$ cat config.mk
export PLATFORM = sky130hd
export DESIGN_NAME = rc31_rowcache
export DESIGN_NICKNAME = d
export VERILOG_FILES = /design/src/rtl/rc31_pkg.sv /design/src/rtl/rc31_store.sv /design/src/rtl/rc31_enc.sv /design/src/rtl/rc31_dec.sv /design/src/rtl/rc31_rowcache.sv
export SDC_FILE = /design/constraint.sdc
export NUM_CORES = 2
export LEC_CHECK = 0
export ABC_CLOCK_PERIOD_IN_PS = 4150
export BUFFER_PORTS_ARGS = -buffer_cell sky130_fd_sc_hd__buf_4
export CAP_MARGIN = 10
export CELL_PAD_IN_SITES_DETAIL_PLACEMENT = 1
export CELL_PAD_IN_SITES_GLOBAL_PLACEMENT = 1
export CORE_UTILIZATION = 30
export CTS_BUF_LIST = sky130_fd_sc_hd__clkbuf_4 sky130_fd_sc_hd__clkbuf_8 sky130_fd_sc_hd__clkbuf_16
export CTS_CLUSTER_DIAMETER = 150
export DETAILED_ROUTE_END_ITERATION = 7
export PLACE_DENSITY_LB_ADDON = 0.08
export SLEW_MARGIN = 10
export SYNTH_ARGS = -nofsm -noshare
export SYNTH_HDL_FRONTEND = slang
export SYNTH_SLANG_ARGS = --single-unit
$ cat constraint.sdc
create_clock -name clk -period 4.15 [get_ports clk]
set_input_delay 0 -clock clk [delete_from_list [all_inputs] [get_ports clk]]
set_output_delay 0 -clock clk [all_outputs]
set_load 0.1 [all_outputs]
$ cat src/rtl/rc31_pkg.sv
package rc31_pkg;

  typedef enum logic {
    ENC_IDLE = 1'b0,
    ENC_TAIL = 1'b1
  } enc_state_e;

  typedef enum logic {
    DEC_HEAD = 1'b0,
    DEC_TAIL = 1'b1
  } dec_state_e;

  // Fold a raw index onto the implemented sets (index == sets wraps to 0).
  function automatic int fold_set(input int raw, input int sets);
    return (raw >= sets) ? raw - sets : raw;
  endfunction

endpackage

$ cat src/rtl/rc31_store.sv
module rc31_store #(
  parameter int BANKS  = 4,
  parameter int SETS   = 31,
  parameter int UP_W   = 7,
  parameter int BANK_W = 2,
  parameter int SET_W  = 5
) (
  input  logic              clk,
  input  logic              rst_n,
  input  logic [BANK_W-1:0] rd_bank,
  input  logic [SET_W-1:0]  rd_set,
  output logic              rd_valid,
  output logic [UP_W-1:0]   rd_tag,
  input  logic              wr_en,
  input  logic [BANK_W-1:0] wr_bank,
  input  logic [SET_W-1:0]  wr_set,
  input  logic [UP_W-1:0]   wr_tag
);

  logic [BANKS-1:0] bank_vld;
  logic [UP_W-1:0]  bank_tag [BANKS];
  logic             rd_in_range;

  assign rd_in_range = (32'(rd_set) < SETS);

  for (genvar b = 0; b < BANKS; b++) begin : g_bank
    logic [SETS-1:0] vld_q;
    logic [UP_W-1:0] tag_q [SETS];
    logic            we;

    assign we = wr_en && (wr_bank == BANK_W'(b));

    always_ff @(posedge clk or negedge rst_n) begin
      if (!rst_n) begin
        vld_q <= '0;
      end else if (we) begin
        vld_q[wr_set] <= 1'b1;
      end
    end

    always_ff @(posedge clk) begin
      if (we) begin
        tag_q[wr_set] <= wr_tag;
      end
    end

    assign bank_vld[b] = vld_q[rd_set];
    assign bank_tag[b] = tag_q[rd_set];
  end

  assign rd_valid = rd_in_range && bank_vld[rd_bank];
  assign rd_tag   = bank_tag[rd_bank];

endmodule

$ cat src/rtl/rc31_enc.sv
module rc31_enc #(
  parameter int ROW_W  = 18,
  parameter int WORD_W = 16,
  parameter int LOW_W  = 11,
  parameter int SETS   = 31,
  parameter int BANK_W = 2
) (
  input  logic                   clk,
  input  logic                   rst_n,
  input  logic                   req_valid,
  input  logic [BANK_W-1:0]      req_bank,
  input  logic [ROW_W-1:0]       req_row,
  output logic                   req_ready,
  output logic                   ca_valid,
  output logic [BANK_W-1:0]      ca_bank,
  output logic [WORD_W-1:0]      ca_word,
  output logic [BANK_W-1:0]      lk_bank,
  output logic [WORD_W-LOW_W-1:0] lk_set,
  input  logic                   lk_valid,
  input  logic [ROW_W-LOW_W-1:0] lk_tag,
  output logic                   upd_en,
  output logic [BANK_W-1:0]      upd_bank,
  output logic [WORD_W-LOW_W-1:0] upd_set,
  output logic [ROW_W-LOW_W-1:0] upd_tag
);
  import rc31_pkg::*;

  localparam int UP_W   = ROW_W - LOW_W;
  localparam int CODE_W = WORD_W - LOW_W;
  localparam logic [CODE_W-1:0] MISS = '1;

  enc_state_e        state_q, state_d;
  logic              valid_d;
  logic [WORD_W-1:0] word_q, word_d;
  logic [BANK_W-1:0] bank_q, bank_d;
  logic [UP_W-1:0]   tail_q, tail_d;
  logic              load_en;

  logic [UP_W-1:0]   up;
  logic [LOW_W-1:0]  low;
  logic [CODE_W-1:0] set_idx;
  logic              hit;
  logic              accept;

  assign up      = req_row[ROW_W-1:LOW_W];
  assign low     = req_row[LOW_W-1:0];
  assign set_idx = CODE_W'(fold_set(int'(up[CODE_W-1:0]), SETS));

  assign lk_bank = req_bank;
  assign lk_set  = set_idx;
  assign hit     = lk_valid && (lk_tag == up);

  assign req_ready = (state_q == ENC_IDLE);
  assign accept    = req_valid && req_ready;

  assign upd_en   = accept && !hit;
  assign upd_bank = req_bank;
  assign upd_set  = set_idx;
  assign upd_tag  = up;

  always_comb begin
    state_d = state_q;
    valid_d = 1'b0;
    word_d  = word_q;
    bank_d  = bank_q;
    tail_d  = tail_q;
    load_en = 1'b0;
    case (state_q)
      ENC_IDLE: begin
        if (accept) begin
          load_en = 1'b1;
          valid_d = 1'b1;
          bank_d  = req_bank;
          if (hit) begin
            word_d = {set_idx, low};
          end else begin
            word_d  = {MISS, low};
            tail_d  = up;
            state_d = ENC_TAIL;
          end
        end
      end
      ENC_TAIL: begin
        load_en = 1'b1;
        valid_d = 1'b1;
        word_d  = WORD_W'(tail_q);
        state_d = ENC_IDLE;
      end
      default: state_d = ENC_IDLE;
    endcase
  end

  always_ff @(posedge clk or negedge rst_n) begin
    if (!rst_n) begin
      state_q  <= ENC_IDLE;
      ca_valid <= 1'b0;
    end else begin
      state_q  <= state_d;
      ca_valid <= valid_d;
    end
  end

  always_ff @(posedge clk) begin
    if (load_en) begin
      word_q <= word_d;
      bank_q <= bank_d;
      tail_q <= tail_d;
    end
  end

  assign ca_word = word_q;
  assign ca_bank = bank_q;

endmodule

$ cat src/rtl/rc31_dec.sv
module rc31_dec #(
  parameter int ROW_W  = 18,
  parameter int WORD_W = 16,
  parameter int LOW_W  = 11,
  parameter int SETS   = 31,
  parameter int BANK_W = 2
) (
  input  logic                    clk,
  input  logic                    rst_n,
  input  logic                    dev_valid,
  input  logic [BANK_W-1:0]       dev_bank,
  input  logic [WORD_W-1:0]       dev_word,
  output logic                    row_valid,
  output logic [BANK_W-1:0]       row_bank,
  output logic [ROW_W-1:0]        row_addr,
  output logic [BANK_W-1:0]       lk_bank,
  output logic [WORD_W-LOW_W-1:0] lk_set,
  input  logic                    lk_valid,
  input  logic [ROW_W-LOW_W-1:0]  lk_tag,
  output logic                    upd_en,
  output logic [BANK_W-1:0]       upd_bank,
  output logic [WORD_W-LOW_W-1:0] upd_set,
  output logic [ROW_W-LOW_W-1:0]  upd_tag
);
  import rc31_pkg::*;

  localparam int UP_W   = ROW_W - LOW_W;
  localparam int CODE_W = WORD_W - LOW_W;
  localparam logic [CODE_W-1:0] MISS = '1;

  dec_state_e        state_q, state_d;
  logic              valid_d;
  logic [ROW_W-1:0]  row_d;
  logic [BANK_W-1:0] rbank_d;
  logic              out_en;
  logic [LOW_W-1:0]  low_q, low_d;
  logic [BANK_W-1:0] hold_q, hold_d;
  logic              hold_en;

  logic [CODE_W-1:0] code;
  logic [LOW_W-1:0]  low;
  logic [UP_W-1:0]   tail_up;

  assign code    = dev_word[WORD_W-1:LOW_W];
  assign low     = dev_word[LOW_W-1:0];
  assign tail_up = dev_word[UP_W-1:0];

  assign lk_bank = dev_bank;
  assign lk_set  = code;

  assign upd_bank = hold_q;
  assign upd_set  = CODE_W'(fold_set(int'(tail_up[CODE_W-1:0]), SETS));
  assign upd_tag  = tail_up;

  always_comb begin
    state_d = state_q;
    valid_d = 1'b0;
    row_d   = row_addr;
    rbank_d = row_bank;
    out_en  = 1'b0;
    low_d   = low_q;
    hold_d  = hold_q;
    hold_en = 1'b0;
    upd_en  = 1'b0;
    case (state_q)
      DEC_HEAD: begin
        if (dev_valid) begin
          if (code == MISS) begin
            hold_en = 1'b1;
            low_d   = low;
            hold_d  = dev_bank;
            state_d = DEC_TAIL;
          end else begin
            out_en  = 1'b1;
            valid_d = 1'b1;
            rbank_d = dev_bank;
            row_d   = {lk_tag, low};
          end
        end
      end
      DEC_TAIL: begin
        if (dev_valid) begin
          out_en  = 1'b1;
          valid_d = 1'b1;
          rbank_d = hold_q;
          row_d   = {tail_up, low_q};
          upd_en  = 1'b1;
          state_d = DEC_HEAD;
        end
      end
      default: state_d = DEC_HEAD;
    endcase
  end

  always_ff @(posedge clk or negedge rst_n) begin
    if (!rst_n) begin
      state_q   <= DEC_HEAD;
      row_valid <= 1'b0;
    end else begin
      state_q   <= state_d;
      row_valid <= valid_d;
    end
  end

  always_ff @(posedge clk) begin
    if (out_en) begin
      row_addr <= row_d;
      row_bank <= rbank_d;
    end
  end

  always_ff @(posedge clk) begin
    if (hold_en) begin
      low_q  <= low_d;
      hold_q <= hold_d;
    end
  end

  // lk_valid is not needed: the device trusts the controller's hit code.
  logic unused_ok;
  assign unused_ok = lk_valid;

endmodule

$ cat src/rtl/rc31_rowcache.sv
module rc31_rowcache #(
  parameter int BANKS  = 4,
  parameter int ROW_W  = 18,
  parameter int WORD_W = 16,
  parameter int LOW_W  = 11,
  parameter int SETS   = 31,
  parameter int BANK_W = $clog2(BANKS)
) (
  input  logic              clk,
  input  logic              rst_n,
  input  logic              req_valid,
  input  logic [BANK_W-1:0] req_bank,
  input  logic [ROW_W-1:0]  req_row,
  output logic              req_ready,
  output logic              ca_valid,
  output logic [BANK_W-1:0] ca_bank,
  output logic [WORD_W-1:0] ca_word,
  input  logic              dev_valid,
  input  logic [BANK_W-1:0] dev_bank,
  input  logic [WORD_W-1:0] dev_word,
  output logic              row_valid,
  output logic [BANK_W-1:0] row_bank,
  output logic [ROW_W-1:0]  row_addr
);

  localparam int UP_W   = ROW_W - LOW_W;
  localparam int CODE_W = WORD_W - LOW_W;

  // Controller side cache wiring
  logic [BANK_W-1:0] c_lk_bank, c_upd_bank;
  logic [CODE_W-1:0] c_lk_set, c_upd_set;
  logic              c_lk_valid, c_upd_en;
  logic [UP_W-1:0]   c_lk_tag, c_upd_tag;

  // Device side cache wiring
  logic [BANK_W-1:0] d_lk_bank, d_upd_bank;
  logic [CODE_W-1:0] d_lk_set, d_upd_set;
  logic              d_lk_valid, d_upd_en;
  logic [UP_W-1:0]   d_lk_tag, d_upd_tag;

  rc31_enc #(
    .ROW_W(ROW_W), .WORD_W(WORD_W), .LOW_W(LOW_W), .SETS(SETS), .BANK_W(BANK_W)
  ) u_enc (
    .clk(clk), .rst_n(rst_n),
    .req_valid(req_valid), .req_bank(req_bank), .req_row(req_row),
    .req_ready(req_ready),
    .ca_valid(ca_valid), .ca_bank(ca_bank), .ca_word(ca_word),
    .lk_bank(c_lk_bank), .lk_set(c_lk_set), .lk_valid(c_lk_valid), .lk_tag(c_lk_tag),
    .upd_en(c_upd_en), .upd_bank(c_upd_bank), .upd_set(c_upd_set), .upd_tag(c_upd_tag)
  );

  rc31_store #(
    .BANKS(BANKS), .SETS(SETS), .UP_W(UP_W), .BANK_W(BANK_W), .SET_W(CODE_W)
  ) u_ctrl_store (
    .clk(clk), .rst_n(rst_n),
    .rd_bank(c_lk_bank), .rd_set(c_lk_set), .rd_valid(c_lk_valid), .rd_tag(c_lk_tag),
    .wr_en(c_upd_en), .wr_bank(c_upd_bank), .wr_set(c_upd_set), .wr_tag(c_upd_tag)
  );

  rc31_dec #(
    .ROW_W(ROW_W), .WORD_W(WORD_W), .LOW_W(LOW_W), .SETS(SETS), .BANK_W(BANK_W)
  ) u_dec (
    .clk(clk), .rst_n(rst_n),
    .dev_valid(dev_valid), .dev_bank(dev_bank), .dev_word(dev_word),
    .row_valid(row_valid), .row_bank(row_bank), .row_addr(row_addr),
    .lk_bank(d_lk_bank), .lk_set(d_lk_set), .lk_valid(d_lk_valid), .lk_tag(d_lk_tag),
    .upd_en(d_upd_en), .upd_bank(d_upd_bank), .upd_set(d_upd_set), .upd_tag(d_upd_tag)
  );

  rc31_store #(
    .BANKS(BANKS), .SETS(SETS), .UP_W(UP_W), .BANK_W(BANK_W), .SET_W(CODE_W)
  ) u_dev_store (
    .clk(clk), .rst_n(rst_n),
    .rd_bank(d_lk_bank), .rd_set(d_lk_set), .rd_valid(d_lk_valid), .rd_tag(d_lk_tag),
    .wr_en(d_upd_en), .wr_bank(d_upd_bank), .wr_set(d_upd_set), .wr_tag(d_upd_tag)
  );

endmodule

==> results.py <==
metrics = {
    "power_and_ir_drop": {
        "cellInternalPower_mw": 34.7,
        "swShare_pct": 24.0,
        "clockPowerShare_pct": 44.0,
        "power.switching_mw": 11.0,
        "vdd_drop_max_uv": 425,
        "p_seq_share_pct": 47.0,
        "leakage_nw": 33.8,
        "p_per_area_nw_per_um2": 460,
        "combPwrFrac_pct": 9.0,
    },
    "cells_and_area": {
        "syn_to_final_growth_pct": 27.8,
        "fin_cells": 9305,
        "final_common_cell": "edfxtp_1",
        "drive_above_1_share_pct": 31.2,
        "final-seq-area_sq_um": 57100,
        "n_fill_cell": 25766,
        "multi_input_area_sq_um": 20500,
        "final_cell_mix": "edfxtp_1, buf_4, nand2_1, mux4_2, a21oi_1",
        "final_nets": 5784,
        "final_area_sq_um": 99200,
    },
    "critical_path": {
        "startpoint_type": "primary input",
        "crit_fanout": 7,
        "worst_ep_required_time_ns": 4.73,
        "cp-end-kind": "register",
        "critPathKind": "primary input to register",
        "worstSetupStartpoint": "req_row[11]",
        "r2r_start": "u_ctrl_store.g_bank[1].tag_q[11][5]",
        "critPathMostFrequentCell": "buf_12",
        "critPathTopFamily": "simple AND/OR/NAND/NOR gates",
        "critPathArrivalTime_ns": 4.79,
        "worst-path-buf-inv": 10,
        "cp_cell_sequence": "buf_8 -> ha_4 -> and3_4 -> ha_4 -> buf_12 -> a41oi_4 -> a21oi_4 -> buf_12 -> buf_8 -> o211ai_1 -> a21oi_2 -> nor4_4 -> nor4b_4 -> buf_4 -> nor4_4 -> xnor2_1 -> or4_4 -> nor4_4 -> buf_4 -> buf_12 -> buf_12 -> buf_12 -> buf_12 -> nor2_4",
        "max_stage_delay_ns": 0.56,
        "critPathSlowestCell": "or4_4",
    },
    "floorplanning": {
        "ios": 83,
        "design.core.area_sq_um": 257000,
        "start_util_pct": 30.2,
        "fp.dieArea_sq_um": 261000,
        "fp.dieH_um": 511,
        "row_count": 186,
        "die_x_um": 511,
    },
    "outcome": {
        "violations": "negative setup slack",
        "status": "finished with violations",
    },
    "timing": {
        "finClkSkew_ns": 0.0707,
        "setup_total_negative_slack_ns": -8.55,
        "rsz0062_at_grt": "yes",
        "hold_ws_ns": 0.0342,
        "worst_pin_slew_ns": 1.08,
        "slew_headroom_pct": 27.7,
        "clock.fmax_mhz": 238,
        "finalSetupViolCount": 329,
        "fin_crit_sh_pct": 101,
        "setup_ws_ns": -0.0584,
        "min_period_ns": 4.21,
        "slew_viol_final": 0,
        "final-hold-violation-count": 0,
    },
    "logic_synthesis": {
        "syn_inst": 4838,
        "synth_area_sq_um": 77600,
        "syn-mean-instance-area_sq_um": 16.0,
        "yosysSeqAreaShare_pct": 73.5,
        "synth_edf_count": 1794,
        "ys_seq_elements": 1922,
        "yosysUniqueCellTypes": 81,
        "synth_flop_cell": "edfxtp_1",
        "synthTopCellsByArea": "edfxtp_1, mux4_2, dfrtp_1",
        "synth_top_area_share_pct": 69.4,
        "synth_top_area_cell": "edfxtp_1",
        "syn_nets": 4884,
        "yosys_warnings": 0,
        "postSynth.asyncResetShare_pct": 6.66,
    },
    "clocking": {
        "cts_buffers": 214,
        "cts_max_level": 4,
        "clock-sinks": 1922,
        "clk_pin_slew_ns": 0.06,
        "cts_tree": "done",
        "insertion_delay_ns": 0.88,
        "clk_path_buf_depth": 3,
        "cts_root_buf": "clkbuf_16",
    },
    "detailed_routing": {
        "wirelength_mm": 282,
        "wl_per_cell_um": 30.3,
        "post-route-drc-count": 0,
        "viasPerCell": 5.10,
        "vias": 47452,
        "antenna_left": 0,
        "first_pass_iters": 5,
        "drt_iter0_drc": 3252,
    },
    "global_routing": {
        "antenna_found_initial": 9,
        "grt_max_degree": 85,
        "grt_pass1_wl_mm": 396,
        "grt-ovfl-total": 0,
        "grt_util_all_layers_pct": 21.2,
        "grt_pass1_vias": 50406,
    },
    "placement": {
        "hpwlAfterDp_mm": 188,
        "place.gp.congestion": 0.819,
        "place.port_buffers": 82,
        "dpl_worst_slack_ns": -2.06,
        "placed_area_sq_um": 88600,
        "dp_cells": 8768,
    },
    "hold_path": {
        "min_from": "req_row[15]",
        "hold_class": "primary input to register",
    },
    "flow_run": {
        "cap_violations": 0,
    },
}
==> routing by layer <==
layer / wire length, um / GRT usage, % / up-vias
met1: 124000 / 28.4 / 25334
met3: 9720 / 2.49 / 352
met4: 7940 / 5.71 / 0
met5: 0 / 0 / -
met2: 140000 / 36.3 / 998
li1: - / - / 20768
==> what timing repair did <==
action,4_1_cts,5_1_grt
hold endpoints to repair,902,0
gates cloned,8,8
gates resized for setup,111,141
hold buffers,66,0
setup buffers,35,41
pin swaps,20,26
setup endpoints to repair,1005,963
==> state kept, by name, indices dropped and copies added (netlist names), 7 cells and up <==
name / count
u_enc.tail_q: 7
u_enc.ca_word: 16
u_ctrl_store.g_bank.tag_q: 868
u_dev_store.g_bank.tag_q: 868
u_ctrl_store.g_bank.vld_q: 124
u_dec.low_q: 11
u_dec.row_addr: 18
==> kinds of logic (layout without fill, tap and decap cells) <==
group | after synthesis | after routing | synth area share, %
compound gates | 901 | 901 | 7.69
xor+xnor | 9 | 9 | 0.102
fa+ha+maj | 4 | 4 | 0.0645
buf+inv | 370 | 1447 | 2.10
flops | 1922 | 1922 | 73.5
mux | 419 | 419 | 9.75
other cells | 0 | 6 | 0
simple gates | 1213 | 1213 | 6.74
==> synthesized netlist by cell type, types with 42 or more instances <==
library cell  count
buf_2           105
a21oi_1         256
edfxtp_1       1794
nand3_1          80
a22oi_1          88
o21ai_0         105
inv_1            42
clkbuf_1        139
mux4_2          267
nor2_1          313
nand2_1         606
and2_1           75
o22ai_1          69
dfrtp_1         128
buf_1            54
mux2i_1         126
o21bai_1        111
a221oi_1         76
==> power groups by stage <==
stage | sequential, mW | combinational, mW | clock [mW]
final | 21.5 | 4.11 | 20.1
after global routing | 21.5 | 4.34 | 21.2
after CTS | 21.5 | 4.05 | 20.6
after detailed placement | 21.9 | 3.85 | 0
after global placement | 21.9 | 3.85 | 0
after floorplan | 22.1 | 1.50 | 0
==> layout make-up <==
type / count / share of cell area, %
flip-flops and latches: 1922 / 57.5
multi-input cells: 2546 / 20.6
repair buffers: 1012 / 9.82
clock buffers: 253 / 5.76
well taps: 3384 / 4.27
clock inverters: 140 / 1.80
inverters: 42 / 0.159
diodes: 6 / 0.0151
==> stage by stage <==
stage / util (%) / power [mW]
6_report: 38.6 / 45.7
5_1_grt: 38.6 / 47.0
4_1_cts: 38.2 / 46.1
3_5_place_dp: 34.5 / 25.7
3_3_place_gp: 34.5 / 25.7
2_1_floorplan: - / 23.6
==> tightest hold or removal path, stage by stage <==
cell and delay [ns]:
buf_6 0.13, buf_4 0.18, buf_4 0.28
==> final timing paths <==
kind                                                        to  slack (ns)  cells past startpoint
min in group asynchronous                        u_enc.state_q        0.36                      4
hold reg to reg               u_ctrl_store.g_bank[2].vld_q[18]        0.46                      2
setup / recovery           u_ctrl_store.g_bank[2].tag_q[13][2]       -0.06                     24
hold / removal             u_ctrl_store.g_bank[3].tag_q[28][4]        0.03                      3
setup reg to reg           u_ctrl_store.g_bank[2].tag_q[13][2]        0.12                     16
max in group asynchronous     u_ctrl_store.g_bank[3].vld_q[27]        3.35                      4
No activity file was read; power rests on OpenSTA's default activity.
